$ cat src/rtl/adcw_pkg.sv
package adcw_pkg;

    typedef enum logic {
        FLAG_ARMED   = 1'b0,
        FLAG_TRIPPED = 1'b1
    } flag_state_t;

    localparam logic [2:0] SEL_UP_LO  = 3'd0;
    localparam logic [2:0] SEL_UP_HI  = 3'd1;
    localparam logic [2:0] SEL_DN_LO  = 3'd2;
    localparam logic [2:0] SEL_DN_HI  = 3'd3;
    localparam logic [2:0] SEL_CTRL   = 3'd4;

    localparam int CTRL_FLAG_BIT = 0;
    localparam int CTRL_IEN_BIT  = 1;

endpackage

$ cat src/rtl/adcw_limit_reg.sv
module adcw_limit_reg #(
    parameter int BYTE_W     = 8,
    parameter bit RESET_ONES = 1'b0,
    localparam int DATA_W    = 2 * BYTE_W
) (
    input  logic              clk,
    input  logic              rst_n,
    input  logic              we_lo,
    input  logic              we_hi,
    input  logic [BYTE_W-1:0] wdata,
    output logic [DATA_W-1:0] limit
);

    localparam logic [BYTE_W-1:0] RST_BYTE = RESET_ONES ? {BYTE_W{1'b1}} : {BYTE_W{1'b0}};

    logic [BYTE_W-1:0] lo_q;
    logic [BYTE_W-1:0] hi_q;

    always_ff @(posedge clk or negedge rst_n) begin
        if (!rst_n) begin
            lo_q <= RST_BYTE;
            hi_q <= RST_BYTE;
        end else begin
            if (we_lo) lo_q <= wdata;
            if (we_hi) hi_q <= wdata;
        end
    end

    assign limit = {hi_q, lo_q};

    // a byte write lands in the following cycle, the other byte is kept
    p_lo_write_r1: assert property (@(posedge clk) disable iff (!rst_n)
        we_lo && !we_hi |=> (limit[BYTE_W-1:0] == $past(wdata)) && $stable(limit[DATA_W-1:BYTE_W]));
    p_hi_write_r9: assert property (@(posedge clk) disable iff (!rst_n)
        we_hi && !we_lo |=> (limit[DATA_W-1:BYTE_W] == $past(wdata)) && $stable(limit[BYTE_W-1:0]));
    p_hold_r1: assert property (@(posedge clk) disable iff (!rst_n)
        !we_lo && !we_hi |=> $stable(limit));

endmodule

$ cat src/rtl/adcw_compare.sv
module adcw_compare #(
    parameter int DATA_W = 16
) (
    input  logic [DATA_W-1:0] sample,
    input  logic [DATA_W-1:0] up_lim,
    input  logic [DATA_W-1:0] dn_lim,
    output logic              hit
);

    logic inside_mode;
    logic above_up;
    logic below_dn;

    always_comb begin
        inside_mode = (up_lim < dn_lim);
        above_up    = (sample > up_lim);
        below_dn    = (sample < dn_lim);
        if (inside_mode) begin
            hit = above_up && below_dn;
        end else begin
            hit = above_up || below_dn;
        end
    end

    // the reset limit pair can never produce a hit
    always_comb begin
        if (up_lim == {DATA_W{1'b1}} && dn_lim == {DATA_W{1'b0}}) begin
            p_no_trip_at_reset_r2: assert (!hit);
        end
    end

endmodule

$ cat src/rtl/adcw_flag_fsm.sv
module adcw_flag_fsm
    import adcw_pkg::*;
(
    input  logic clk,
    input  logic rst_n,
    input  logic eval,
    input  logic hit,
    input  logic clr_req,
    output logic flag
);

    flag_state_t state_q;
    flag_state_t state_d;
    logic        set_now;

    assign set_now = eval && hit;

    always_comb begin
        state_d = state_q;
        unique case (state_q)
            FLAG_ARMED: begin
                if (set_now) state_d = FLAG_TRIPPED;   // HIT
                else         state_d = FLAG_ARMED;     // IDLE
            end
            FLAG_TRIPPED: begin
                if (clr_req && !set_now) state_d = FLAG_ARMED;   // CLEAR
                else                     state_d = FLAG_TRIPPED; // HOLD
            end
            default: state_d = FLAG_ARMED;
        endcase
    end

    always_ff @(posedge clk or negedge rst_n) begin
        if (!rst_n) state_q <= FLAG_ARMED;
        else        state_q <= state_d;
    end

    always_comb begin
        flag = (state_q == FLAG_TRIPPED);
    end

    p_set_on_hit_r7: assert property (@(posedge clk) disable iff (!rst_n)
        eval && hit |=> flag);
    p_no_set_without_strobe_r5: assert property (@(posedge clk) disable iff (!rst_n)
        !flag && !eval |=> !flag);
    p_sticky_r6: assert property (@(posedge clk) disable iff (!rst_n)
        flag && !clr_req |=> flag);
    p_clear_r6: assert property (@(posedge clk) disable iff (!rst_n)
        flag && clr_req && !(eval && hit) |=> !flag);

endmodule

$ cat src/rtl/adc_window_watch.sv
module adc_window_watch
    import adcw_pkg::*;
#(
    parameter int BYTE_W = 8,
    localparam int DATA_W = 2 * BYTE_W
) (
    input  logic              clk,
    input  logic              rst_n,
    input  logic [2:0]        reg_sel,
    input  logic              wr_en,
    input  logic [BYTE_W-1:0] wr_data,
    output logic [BYTE_W-1:0] rd_data,
    input  logic              sample_valid,
    input  logic [DATA_W-1:0] sample,
    output logic              irq
);

    localparam int NUM_LIM = 2;

    logic [NUM_LIM-1:0][DATA_W-1:0] lim;
    logic hit;
    logic flag;
    logic ien_q;
    logic ctrl_wr;
    logic clr_req;

    assign ctrl_wr = wr_en && (reg_sel == SEL_CTRL);
    assign clr_req = ctrl_wr && !wr_data[CTRL_FLAG_BIT];

    // limit 0: upper-crossing (resets to ones), limit 1: lower-crossing (resets to zero)
    for (genvar g = 0; g < NUM_LIM; g++) begin : g_lim
        localparam logic [2:0] SEL_LO = 3'(2 * g);
        localparam logic [2:0] SEL_HI = 3'(2 * g + 1);
        adcw_limit_reg #(
            .BYTE_W     (BYTE_W),
            .RESET_ONES (g == 0)
        ) u_lim (
            .clk   (clk),
            .rst_n (rst_n),
            .we_lo (wr_en && (reg_sel == SEL_LO)),
            .we_hi (wr_en && (reg_sel == SEL_HI)),
            .wdata (wr_data),
            .limit (lim[g])
        );
    end

    adcw_compare #(.DATA_W(DATA_W)) u_cmp (
        .sample (sample),
        .up_lim (lim[0]),
        .dn_lim (lim[1]),
        .hit    (hit)
    );

    adcw_flag_fsm u_flag (
        .clk     (clk),
        .rst_n   (rst_n),
        .eval    (sample_valid),
        .hit     (hit),
        .clr_req (clr_req),
        .flag    (flag)
    );

    always_ff @(posedge clk or negedge rst_n) begin
        if (!rst_n)       ien_q <= 1'b0;
        else if (ctrl_wr) ien_q <= wr_data[CTRL_IEN_BIT];
    end

    always_comb begin
        rd_data = '0;
        case (reg_sel)
            SEL_UP_LO: rd_data = lim[0][BYTE_W-1:0];
            SEL_UP_HI: rd_data = lim[0][DATA_W-1:BYTE_W];
            SEL_DN_LO: rd_data = lim[1][BYTE_W-1:0];
            SEL_DN_HI: rd_data = lim[1][DATA_W-1:BYTE_W];
            SEL_CTRL: begin
                rd_data[CTRL_FLAG_BIT] = flag;
                rd_data[CTRL_IEN_BIT]  = ien_q;
            end
            default: rd_data = '0;
        endcase
    end

    assign irq = flag && ien_q;

    p_irq_needs_enable_r8: assert property (@(posedge clk) disable iff (!rst_n)
        !ien_q |-> !irq);
    p_write_one_keeps_flag_r6: assert property (@(posedge clk) disable iff (!rst_n)
        flag && ctrl_wr && wr_data[CTRL_FLAG_BIT] |=> flag);
    p_unused_sel_reads_zero_r10: assert property (@(posedge clk) disable iff (!rst_n)
        reg_sel > SEL_CTRL |-> rd_data == '0);

endmodule

$ cat config.mk
export PLATFORM = sky130hd
export DESIGN_NAME = adc_window_watch
export DESIGN_NICKNAME = d
export VERILOG_FILES = /design/src/rtl/adcw_pkg.sv /design/src/rtl/adcw_limit_reg.sv /design/src/rtl/adcw_compare.sv /design/src/rtl/adcw_flag_fsm.sv /design/src/rtl/adc_window_watch.sv
export SDC_FILE = /design/constraint.sdc
export NUM_CORES = 1
export LEC_CHECK = 0
export ABC_AREA = 1
export BUFFER_PORTS_ARGS = -buffer_cell sky130_fd_sc_hd__buf_2
export CAP_MARGIN = 20
export CORE_ASPECT_RATIO = 0.9
export CORE_MARGIN = 1.5
export CORE_UTILIZATION = 50
export DETAILED_ROUTE_END_ITERATION = 16
export GPL_TIMING_DRIVEN = 0
export PLACE_DENSITY_LB_ADDON = 0.15
export SLEW_MARGIN = 20
export SYNTH_ARGS = -nofsm -noshare
export SYNTH_HDL_FRONTEND = slang
export SYNTH_SLANG_ARGS = --single-unit
$ cat constraint.sdc
create_clock -name clk -period 2.6 [get_ports clk]
set_clock_uncertainty 0.05 [all_clocks]
set_input_delay 0.39 -clock clk [delete_from_list [all_inputs] [get_ports clk]]
set_output_delay 0.39 -clock clk [all_outputs]
set_load 0.1 [all_outputs]
==> impl_metrics.tcl <==
set metrics [dict create \
    min_period_ns 2.19 \
    fin_cells 456 \
    status "finished clean" \
    seq_area_frac_synth_pct 31.9 \
    end_kind "primary output" \
    final_area_sq_um 3100 \
    cp_cell_sequence "buf_2 > nor3_1 > inv_1 > o21ai_0 > a221oi_1 > o21ai_1 > buf_2" \
    cp_slowest_stage_delay_ns 0.44 \
    final_util_pct 59.1 \
    crit_path_frequent_cell "buf_2" \
    cts_sinks 34 \
    mappedNetlistNets 419 \
    tightest_slew_ns 0.723 \
    cts_hold_buf 0 \
    fillCellCount 519 \
    worstPathArrival_ns 1.75 \
    grt_pass1_vias 2354 \
    cts_tree "yes" \
    route.detailed.drc 0 \
    die_w_microns 80.9 \
    core_sq_um 5260 \
    slew_headroom_pct 51.8 \
    portBuffers 39 \
    yosysTopAreaCell "ha_1" \
    place_hpwl_microns 5420 \
    crit_path_start_kind "input port" \
    syn_to_final_growth_pct 13.5 \
    grt_max_degree 35 \
    whs_ns 0.110 \
    cts_max_path_buffers 2 \
    drt_iter0_drc 123 \
    worstPathMaxFanout 8 \
    diodes 0 \
    io_pins 40 \
    synth-seq-cells 34 \
    cts_htree_levels 2 \
    leakagePower_nw 1.64 \
    routed_wl_microns 6540 \
    worst_path_max_delay_cell "buf_2" \
    synth_area_sq_um 2730 \
    wl_per_cell_microns 14.3 \
    numCtsBuffers 5 \
    rsz0062_at_grt "no" \
    place_area_sq_um 3010 \
    synth-edff-count 0 \
    viasPerCell 5.24 \
    final_antenna_net_count 0 \
    synth_top_area_share_pct 21.1 \
    setup_viol 0 \
    fmax_ghz 0.456 \
    syn-instance-count 342 \
    hold_violations 0 \
    post_cts_resized 0 \
    critPathKind "in2out" \
    avgSynthCellArea_sq_um 7.99 \
    place_inst 448 \
    antenna_found_initial 0 \
    start_util_pct 52.0 \
    dieArea_sq_um 5920 \
    overflow 0 \
    grt_pass1_wl_microns 10900 \
    cts_setup_buffers 0 \
    ys_async_sr_fraction_pct 100 \
    fin_nets 465 \
    finalCritPeriodShare_pct 84.4 \
    firstDrtPassIters 4 \
    yosys-top-cells-count "88 x nand2_1, 55 x inv_1, 46 x ha_1" \
    synth_area_leaders "ha_1 21%, dfrtp_1 16%, dfstp_2 15%, nand2_1 12%, inv_1 7.6%" \
    yosys_warnings 0 \
    setup_tns_ns 0 \
    rows 25 \
    place.gp.congestion 0.907 \
    ys_types 31 \
    layout-drive-gt1-share_pct 23.7 \
    ys.flop_type "dfrtp_1" \
    p_per_area_nw_per_um2 665 \
    vdd_drop_max_v 0.000410 \
    root_buffer "clkbuf_8" \
    hp-class "in2async" \
    maxCapViolCount 0 \
    cp.required_ns 2.16 \
    clkLatencyLatePin_ns 0.28 \
    report.final.slew_viol_count 0 \
    path_clk_slew_ns 0.06 \
    die_h_microns 73.2 \
    gr-usage-all-layers_pct 24.8 \
    synth_most_common_cell "nand2_1" \
    via_count 2390 \
]
==> state kept, by name (all words and copies together) (netlist names) <==
signal,cells
g_lim.u_lim.hi_q,16
g_lim.u_lim.lo_q,16
ien_q,1
u_flag.flag,1
==> cell usage in the layout (no fill, tap or decap), types with 12 or more instances in the layout <==
| master | n |
|---|---|
| nor2_1 | 12 |
| ha_1 | 46 |
| nand2_1 | 88 |
| inv_1 | 55 |
| o21ai_2 | 16 |
| o21ai_0 | 22 |
| dfrtp_1 | 18 |
| a21oi_1 | 23 |
| dfstp_2 | 16 |
| buf_2 | 41 |
==> worst paths after layout <==
kind / startpoint / endpoint / slack, ns / cells past startpoint
setup reg to reg: g_lim[0].u_lim.lo_q[7] / u_flag.flag / 0.58 / 11
setup / recovery: reg_sel[1] / rd_data[0] / 0.41 / 7
hold / removal: rst_n / g_lim[1].u_lim.lo_q[1] / 0.11 / 1
max in group asynchronous: rst_n / g_lim[1].u_lim.lo_q[7] / 1.93 / 1
min in group clk: wr_data[0] / u_flag.flag / 0.31 / 3
hold reg to reg: g_lim[0].u_lim.hi_q[7] / g_lim[0].u_lim.hi_q[7] / 0.45 / 2
==> logic make-up after synthesis <==
group,after synthesis,synth area share [%]
adder cells (fa/ha/maj),46,21.1
buffers and inverters,61,9.11
AND/OR/NAND/NOR,118,18.4
flip-flops,34,31.9
AO/OA/AOI/OAI,83,19.6
==> per-stage QoR <==
stage	power, mW	setup slack [ns]
global route	2.25	0.256
CTS	2.08	0.409
floorplan	1.43	-0.136
global placement	1.64	0.428
detailed placement	1.68	0.424
finish	2.06	0.406
==> per-layer routing <==
layer  GRT usage, %  part of all wire, %
met1           34.9                   50
met2           39.2                   45
met3           4.63                  3.6
met4           6.51                  1.3
met5              0                    0
==> worst max-delay path: cells and delay by family <==
family                 cells  cell delay (ns)
and+or+nand+nor            1             0.24
buffers and inverters      3             0.77
AOI/OAI and AO/OA          3             0.36
==> where the power goes <==
part / leakage (nW) / total [mW] / internal (mW) / switching, mW
clock network: 0.0482 / 0.393 / 0.213 / 0.180
logic: 1.20 / 0.896 / 0.313 / 0.583
registers: 0.391 / 0.774 / 0.665 / 0.109
==> layout make-up <==
cell class                 count  area, sq um  share of cell area (%)
buffer                         4         32.5                    1.05
multi-input combinational    247         1610                    52.0
sequential                    34          871                    28.1
timing repair buffer          39          195                    6.29
clock buffer                   7         86.3                    2.78
clock inverter                 1         5.00                   0.161
tap                           67         83.8                    2.70
inverter                      57          216                    6.97
(Power assumes the default switching activity.)
